==> config.mk <==
export PLATFORM = sky130hd
export DESIGN_NAME = ext_irq_sense
export DESIGN_NICKNAME = d
export VERILOG_FILES = /design/src/rtl/ext_irq_sense.sv
export SDC_FILE = /design/constraint.sdc
export NUM_CORES = 1
export LEC_CHECK = 0
export BUFFER_PORTS_ARGS = -buffer_cell sky130_fd_sc_hd__buf_2
export CORE_UTILIZATION = 48
export DETAILED_ROUTE_END_ITERATION = 6
export GPL_ROUTABILITY_DRIVEN = 0
export GPL_TIMING_DRIVEN = 0
export PLACE_DENSITY = 0.85
export RECOVER_POWER = 25
export SETUP_SLACK_MARGIN = 0.05
export SLEW_MARGIN = 20
export SYNTH_ARGS = -nofsm -noshare
export SYNTH_HDL_FRONTEND = slang
export SYNTH_SLANG_ARGS = --single-unit
==> constraint.sdc <==
create_clock -name clk -period 1.8 [get_ports clk]
set_clock_uncertainty 0.15 [all_clocks]
set_input_delay 0.09 -clock clk [delete_from_list [all_inputs] [get_ports clk]]
set_output_delay 0.09 -clock clk [all_outputs]
set_load 0.03 [all_outputs]
==> src/rtl/ext_irq_sense.sv <==
module ext_irq_sense #(
  parameter int N = 4
) (
  input  logic           clk,
  input  logic           rst_n,
  input  logic [N-1:0]   pin_i,
  input  logic [2*N-1:0] mode_i,
  input  logic [N-1:0]   en_i,
  input  logic           clk_run_i,
  input  logic [N-1:0]   clr_i,
  input  logic           startup_done_i,
  output logic [N-1:0]   irq_o,
  output logic           wake_o
);

  localparam logic [1:0] SENSE_LOW  = 2'b00;
  localparam logic [1:0] SENSE_ANY  = 2'b01;
  localparam logic [1:0] SENSE_FALL = 2'b10;

  logic [N-1:0] s1, s2, prev, flag, lvl, hit, lvl_req;

  for (genvar i = 0; i < N; i++) begin : g_pin
    logic [1:0] m;
    assign m = mode_i[2*i +: 2];
    assign lvl[i] = (m == SENSE_LOW);
    assign lvl_req[i] = en_i[i] & ~pin_i[i];
    always_comb begin
      if (!en_i[i] || lvl[i] || !clk_run_i) hit[i] = 1'b0;
      else if (m == SENSE_ANY)              hit[i] = s2[i] ^ prev[i];
      else if (m == SENSE_FALL)             hit[i] = prev[i] & ~s2[i];
      else                                  hit[i] = ~prev[i] & s2[i];
    end
    assign irq_o[i] = lvl[i] ? (lvl_req[i] & startup_done_i) : flag[i];

    assert_flag_hold_R5: assert property (@(posedge clk) disable iff (!rst_n)
      (flag[i] && !clr_i[i] && !lvl[i]) |=> flag[i]);
    assert_no_set_disabled_R6: assert property (@(posedge clk) disable iff (!rst_n)
      (!en_i[i] && !flag[i]) |=> !flag[i]);
    assert_set_needs_clock_R9: assert property (@(posedge clk) disable iff (!rst_n)
      $rose(flag[i]) |-> $past(clk_run_i));
    assert_level_high_quiet_R7: assert property (@(posedge clk) disable iff (!rst_n)
      (lvl[i] && pin_i[i]) |-> !irq_o[i]);
    assert_level_clears_flag_R7: assert property (@(posedge clk) disable iff (!rst_n)
      lvl[i] |=> (!flag[i] || !$past(lvl[i]) || $past(hit[i])));
    assert_level_wakes_R8: assert property (@(posedge clk) disable iff (!rst_n)
      (lvl[i] && en_i[i] && !pin_i[i]) |-> wake_o);
  end

  assign wake_o = |(lvl & lvl_req);

  always_ff @(posedge clk or negedge rst_n) begin
    if (!rst_n) begin
      s1   <= '1;
      s2   <= '1;
      prev <= '1;
      flag <= '0;
    end else if (!clk_run_i) begin
      s1   <= pin_i;
      s2   <= pin_i;
      prev <= pin_i;
      flag <= flag & ~clr_i & ~lvl;
    end else begin
      s1   <= pin_i;
      s2   <= s1;
      prev <= s2;
      flag <= (flag & ~clr_i & ~lvl) | hit;
    end
  end

  assert_stopped_stable_R9: assert property (@(posedge clk) disable iff (!rst_n)
    (!clk_run_i && clr_i == '0 && lvl == '0) |=> $stable(flag));

endmodule

==> run_results.csv, run 1 <==
group,metric,value,unit
cts,cts_buffers,3,
global_route,grt_overflow_total,0,
final_layout,syn_to_final_growth,35.2,%
global_route,grtUsageTotal,0.233,
global_route,grt_max_degree,17,
detailed_routing,via_per_inst,5.17,
final_layout,finalNonFillerCells,166,
cts,clockBufferDepth,2,
timing,drv_slew,0,
synthesis,synth.largest_area_cell,"dfstp_2",
synthesis,ys_types,14,
pwr,ir_drop,497,uV
final_layout,layout_common_cells,"nand2_1 (32), buf_2 (27), dfstp_2 (12), dlygate4sd3_1 (11)",
global_route,grt_pass1_wl,3350,um
worst_setup_path,reg2reg_setup_slack,330,ps
worst_setup_path,cpMaxStageDelayCell,"dlygate4sd3_1",
min_path,min_to,"flag[3]$_DFF_PN0_",
floorplanning,ios,29,
worst_setup_path,r2r-start,"s2[2]$_DFF_PN1_",
timing,fmax,595,MHz
worst_setup_path,crit_path_max_incr_delay,550,ps
cts,post_cts_buffers,0,
placement,hpwl,1530,um
detailed_routing,drt_wl_total,2120,um
final_layout,ff_latch_area,415,um2
final_layout,final_common_cell,"nand2_1",
synthesis,synth.top_cell.area_share,0.345,
timing,fin_ws,119,ps
floorplanning,core.rowCount,15,
cts,h-tree-depth,1,
detailed_routing,wl_per_cell,12.7,um
final_layout,multi_input_area,469,um2
worst_setup_path,required,1560,ps
worst_setup_path,cp-start-kind,"primary input",
final_layout,fin_nets,174,
timing,setup_viol,0,
final_layout,num-fill-cells,164,
pwr,power_density,672,mW/mm2
timing,worst_slew_pin_slew,811,ps
pwr,p_leak,0.688,nW
detailed_routing,drc,0,
min_path,whs_path_depth,4,
floorplanning,coreArea,0.00176,mm2
timing,rsz0062_at_grt,"false",
cts,clkSinkCount,16,
timing,layout_min_cycle_time,1680,ps
cts,clkTransAtPathRegs,100,ps
placement,dp.cells,151,
synthesis,avgSynthCellArea,9.32,um2
detailed_routing,drt_iter0_markers,23,
timing,hold_viol_final,0,
worst_setup_path,r2r-end,"flag[2]$_DFF_PN0_",
synthesis,synth_area,913,um2
timing,period_share,0.934,
cts,insertion_delay,290,ps
synthesis,synth_area_leaders,"dfstp_2 (35%), nand2_1 (13%), dfrtp_1 (11%)",
detailed_routing,dr.pass1.iters,4,
placement,place_ws,383,ps
worst_setup_path,end_kind,"primary output",
flow_run,max-cap-violations,0,
timing,slew-limit-headroom,0.459,
synthesis,ys_warn_count,0,
worst_setup_path,crit_path_frequent_cell,"buf_2",
worst_setup_path,critical_path_class,"in2out",
cts,cts_tree,"done",
global_route,grt_antenna_before_repair,0,
min_path,hp-class,"in2reg",
placement,portBuffers,28,
worst_setup_path,worstPathCellList,"dlygate4sd3_1 -> buf_2 -> nor4b_2 -> or4_1 -> buf_2",
detailed_routing,via_count,859,
detailed_routing,detail-route-antenna-nets,0,
synthesis,synth_nets,130,
worst_setup_path,arrival,1440,ps
final_layout,drive_gt1_frac,0.312,
floorplanning,die_w,45.6,um
synthesis,syn_inst,98,
timing,tns,0,ps
floorplanning,initial_core_util,0.518,
synthesis,synth_seq_cells,16,
min_path,worst_hold_startpoint,"en_i[3]",
synthesis,yosysSeqAreaShare,0.455,
floorplanning,dieArea,0.00208,mm2
outcome,status,"complete, no violations",
floorplanning,fp.dieH,45.6,um
global_route,grt_pass1_vias,816,
worst_setup_path,critPathMaxFanout,3,
final_layout,antenna_cells,0,
worst_setup_path,worstRegToRegCells,4,
cts,cts-root-buf,"clkbuf_4",
[cell type report]
type / instances / area share
inverter: 8 / 0.0243
clock buffer: 4 / 0.0294
timing repair buffer: 39 / 0.201
tap: 25 / 0.0253
buffer: 1 / 0.00405
sequential: 16 / 0.336
multi-input combinational: 73 / 0.380
[logic make-up after synthesis]
family	share of synthesized area
buffers and inverters	0.0384
AND/OR/NAND/NOR	0.255
AO/OA/AOI/OAI	0.0986
flip-flops	0.455
adder cells (fa/ha/maj)	0.110
multiplexers	0.0438
[worst max path at each step]
stage,startpoint,end,slack [ps],cells past startpoint
final,pin_i[1],wake_o,120,5
after detailed placement,s2[3]$_DFF_PN1_,flag[3]$_DFF_PN0_,380,4
after global placement,s2[1]$_DFF_PN1_,flag[1]$_DFF_PN0_,430,4
after floorplan,s2[0]$_DFF_PN1_,flag[0]$_DFF_PN0_,470,4
after global routing,pin_i[1],wake_o,60,5
after CTS,pin_i[1],wake_o,90,5
[registers in the layout, summed over array words and instances (netlist names)]
| register | cells |
|---|---|
| flag | 4 |
| s2 | 4 |
| s1 | 4 |
| prev | 4 |
[cell usage after synthesis]
library cell and instances:
dfrtp_1 4, a21boi_0 4, nand2_1 32, ha_1 8, o21ai_0 4, or4_1 1, buf_2 1, o211a_1 4
mux2i_1 4, nand2b_1 8, dfstp_2 12, inv_1 8, nand3_1 4, nor4b_1 4
[where the power goes]
part	internal [mW]	leakage (nW)	switching [mW]
registers	0.399	0.180	0.0143
clock network	0.123	0.0210	0.112
logic	0.0825	0.487	0.0977
[critical path, delay by kind of cell]
| family | cells | cell delay [ps] |
|---|---|---|
| buffers and inverters | 3 | 900 |
| AND/OR/NAND/NOR | 2 | 450 |
[per-stage QoR]
| step | utilization | instance area [um2] | hold slack (ps) | total power [mW] |
|---|---|---|---|---|
| CTS | 0.698 | 1230 | 8.45 | 0.828 |
| detailed placement | 0.615 | 1080 | -138 | 0.579 |
| finish | 0.700 | 1230 | 2.97 | 0.830 |
| global route | 0.700 | 1230 | 19.1 | 0.871 |
| floorplan | - | 913 | -356 | 0.505 |
| global placement | 0.615 | 1080 | -136 | 0.566 |
[layer usage]
layer,GRT usage,vias up,wire length [um]
li1,-,414,-
met1,0.253,412,813
met2,0.443,27,1180
met3,0.0238,6,84
met4,0.109,0,42
met5,0,-,0
[what timing repair did]
| item | in CTS | in global routing |
|---|---|---|
| hold endpoints to repair | 32 | 0 |
| hold buffers | 11 | 0 |
| setup endpoints to repair | 0 | 2 |
| resized for setup | 0 | 1 |
No activity file was read; power rests on OpenSTA's default activity.
==> run 2, diff against run 1 <==
--- a/config.mk
+++ b/config.mk
@@ -10,6 +10,7 @@
 export DETAILED_ROUTE_END_ITERATION = 6
 export GPL_ROUTABILITY_DRIVEN = 0
 export GPL_TIMING_DRIVEN = 0
+export MAX_ROUTING_LAYER = met4
 export PLACE_DENSITY = 0.85
 export RECOVER_POWER = 25
 export SETUP_SLACK_MARGIN = 0.05
==> constraint.sdc (replaced) <==
create_clock -name clk -period 1.8 [get_ports clk]
set_clock_uncertainty 0.15 [all_clocks]
set_input_delay 0.27 -clock clk [delete_from_list [all_inputs] [get_ports clk]]
set_output_delay 0.27 -clock clk [all_outputs]
set_load 0.03 [all_outputs]
==> run 2 against run 1 <==
Against the previous run: sequential power about the same; combinational power is 7% lower; sequential share of layout area rose by 2.0 points; critical path type unchanged.
==> run_results.csv, run 2 (synthesis results as in run 1) <==
group,metric,value,unit
timing,layout_min_cycle_time,1670,ps
floorplanning,fp.dieH,45.6,um
detailed_routing,drc,0,
worst_setup_path,cpMaxStageDelayCell,"or4_1",
worst_setup_path,crit_buf_inv,2,
final_layout,antenna_cells,0,
timing,period_share,0.930,
detailed_routing,via_per_inst,5.06,
worst_setup_path,arrival,1250,ps
worst_setup_path,required,1380,ps
cts,cts_buffers,3,
cts,clockBufferDepth,2,
placement,portBuffers,28,
global_route,grt_pass1_wl,3230,um
detailed_routing,detail-route-antenna-nets,0,
detailed_routing,wl_per_cell,12.3,um
floorplanning,die_w,45.6,um
flow_run,max-cap-violations,0,
timing,tns,0,ps
floorplanning,dieArea,0.00208,mm2
cts,h-tree-depth,1,
pwr,totalPowerFinal,0.815,mW
worst_setup_path,end_kind,"primary output",
cts,cts-root-buf,"clkbuf_4",
final_layout,fin_nets,168,
cts,post_cts_buffers,0,
timing,fmax,597,MHz
detailed_routing,dr.pass1.iters,4,
worst_setup_path,crit_path_frequent_cell,"buf_2",
cts,clkSinkCount,16,
floorplanning,ios,29,
timing,slew-limit-headroom,0.459,
timing,setup_viol,0,
pwr,ir_drop,481,uV
outcome,status,"complete, no violations",
worst_setup_path,cp-start-kind,"primary input",
worst_setup_path,crit_path_max_incr_delay,530,ps
detailed_routing,drt_iter0_markers,11,
timing,drv_slew,0,
timing,worst_slew_pin_slew,811,ps
cts,insertion_delay,290,ps
min_path,hp-class,"in2reg",
floorplanning,coreArea,0.00176,mm2
detailed_routing,drt_wl_total,1970,um
global_route,grt_max_degree,17,
timing,hold_viol_final,0,
cts,clkTransAtPathRegs,80,ps
worst_setup_path,cp_top_family,"simple AND/OR/NAND/NOR gates",
worst_setup_path,critical_path_class,"in2out",
cts,cts_tree,"done",
final_layout,syn_to_final_growth,27.7,%
global_route,grtUsageTotal,0.230,
global_route,grt_pass1_vias,780,
placement,hpwl,1530,um
detailed_routing,via_count,810,
worst_setup_path,reg2reg_setup_slack,330,ps
final_layout,drive_gt1_frac,0.304,
final_layout,num-fill-cells,176,
final_layout,final_common_cell,"nand2_1",
final_layout,fin_util,0.661,
timing,rsz0062_at_grt,"false",
pwr,power_density,699,mW/mm2
worst_setup_path,critPathMaxFanout,2,
worst_setup_path,worstPathCellList,"buf_2 -> nor4b_1 -> or4_1 -> buf_2",
floorplanning,initial_core_util,0.518,
pwr,p_leak,0.656,nW
floorplanning,core.rowCount,15,
final_layout,layout_common_cells,"nand2_1 (32), buf_2 (25), dfstp_2 (12)",
global_route,grt_overflow_total,0,
global_route,grt_antenna_before_repair,0,
## run 2: cell count changes in the layout (fill, tap and decap cells not counted), sizes merged
cell / before / now
dlygate4sd3: 11 / 5
buf: 27 / 25
clkbuf: 6 / 8
## run 2: cell type report
type | count | area (um2) | share of cell area
repair buffers | 33 | 185 | 0.159
inverters | 8 | 30.0 | 0.0258
plain buffers | 1 | 5.00 | 0.00429
flip-flops and latches | 16 | 415 | 0.356
multi-input cells | 73 | 463 | 0.397
clock buffers | 4 | 36.3 | 0.0311
well taps | 25 | 31.3 | 0.0268
## run 2: through the flow
step	cell area (um2)	cells	worst slack, ps	hold slack [ps]
6_report	1170	160	126	72.3
5_1_grt	1170	160	77.3	91.2
4_1_cts	1170	160	132	79.0
3_5_place_dp	1080	151	132	41.6
3_3_place_gp	1080	151	138	43.7
2_1_floorplan	913	98	296	-176
## run 2: power breakdown
| part | switching (mW) | internal, mW |
|---|---|---|
| Sequential | 0.0144 | 0.399 |
| Combinational | 0.0941 | 0.0731 |
| Clock | 0.111 | 0.123 |
## run 2: worst paths after layout
check,start,end,cells past startpoint
setup / recovery,en_i[0],wake_o,4
hold / removal,pin_i[0],prev[0]$_DFF_PN1_,3
setup reg to reg,s2[3]$_DFF_PN1_,flag[3]$_DFF_PN0_,4
hold reg to reg,s1[0]$_DFF_PN1_,s2[0]$_DFF_PN1_,2
max in group asynchronous,rst_n,flag[1]$_DFF_PN0_,2
min in group asynchronous,rst_n,flag[2]$_DFF_PN0_,2
## run 2: per-layer routing
metal | track usage | vias up | wire length, um
li1 | - | 400 | -
met5 | - | - | 0
met1 | 0.258 | 385 | 834
met3 | 0.0238 | 5 | 54
met4 | 0.0970 | 0 | 33
met2 | 0.409 | 20 | 1040
## run 2: tightest hold or removal path: stages
cell and delay [ps]:
clkbuf_1 90, nand2b_1 90, nand2_1 50
## run 2: what timing repair did
action	CTS	global route
hold buffers	5	0
setup endpoints to repair	0	0
hold endpoints to repair	8	0
gates resized for setup	0	0
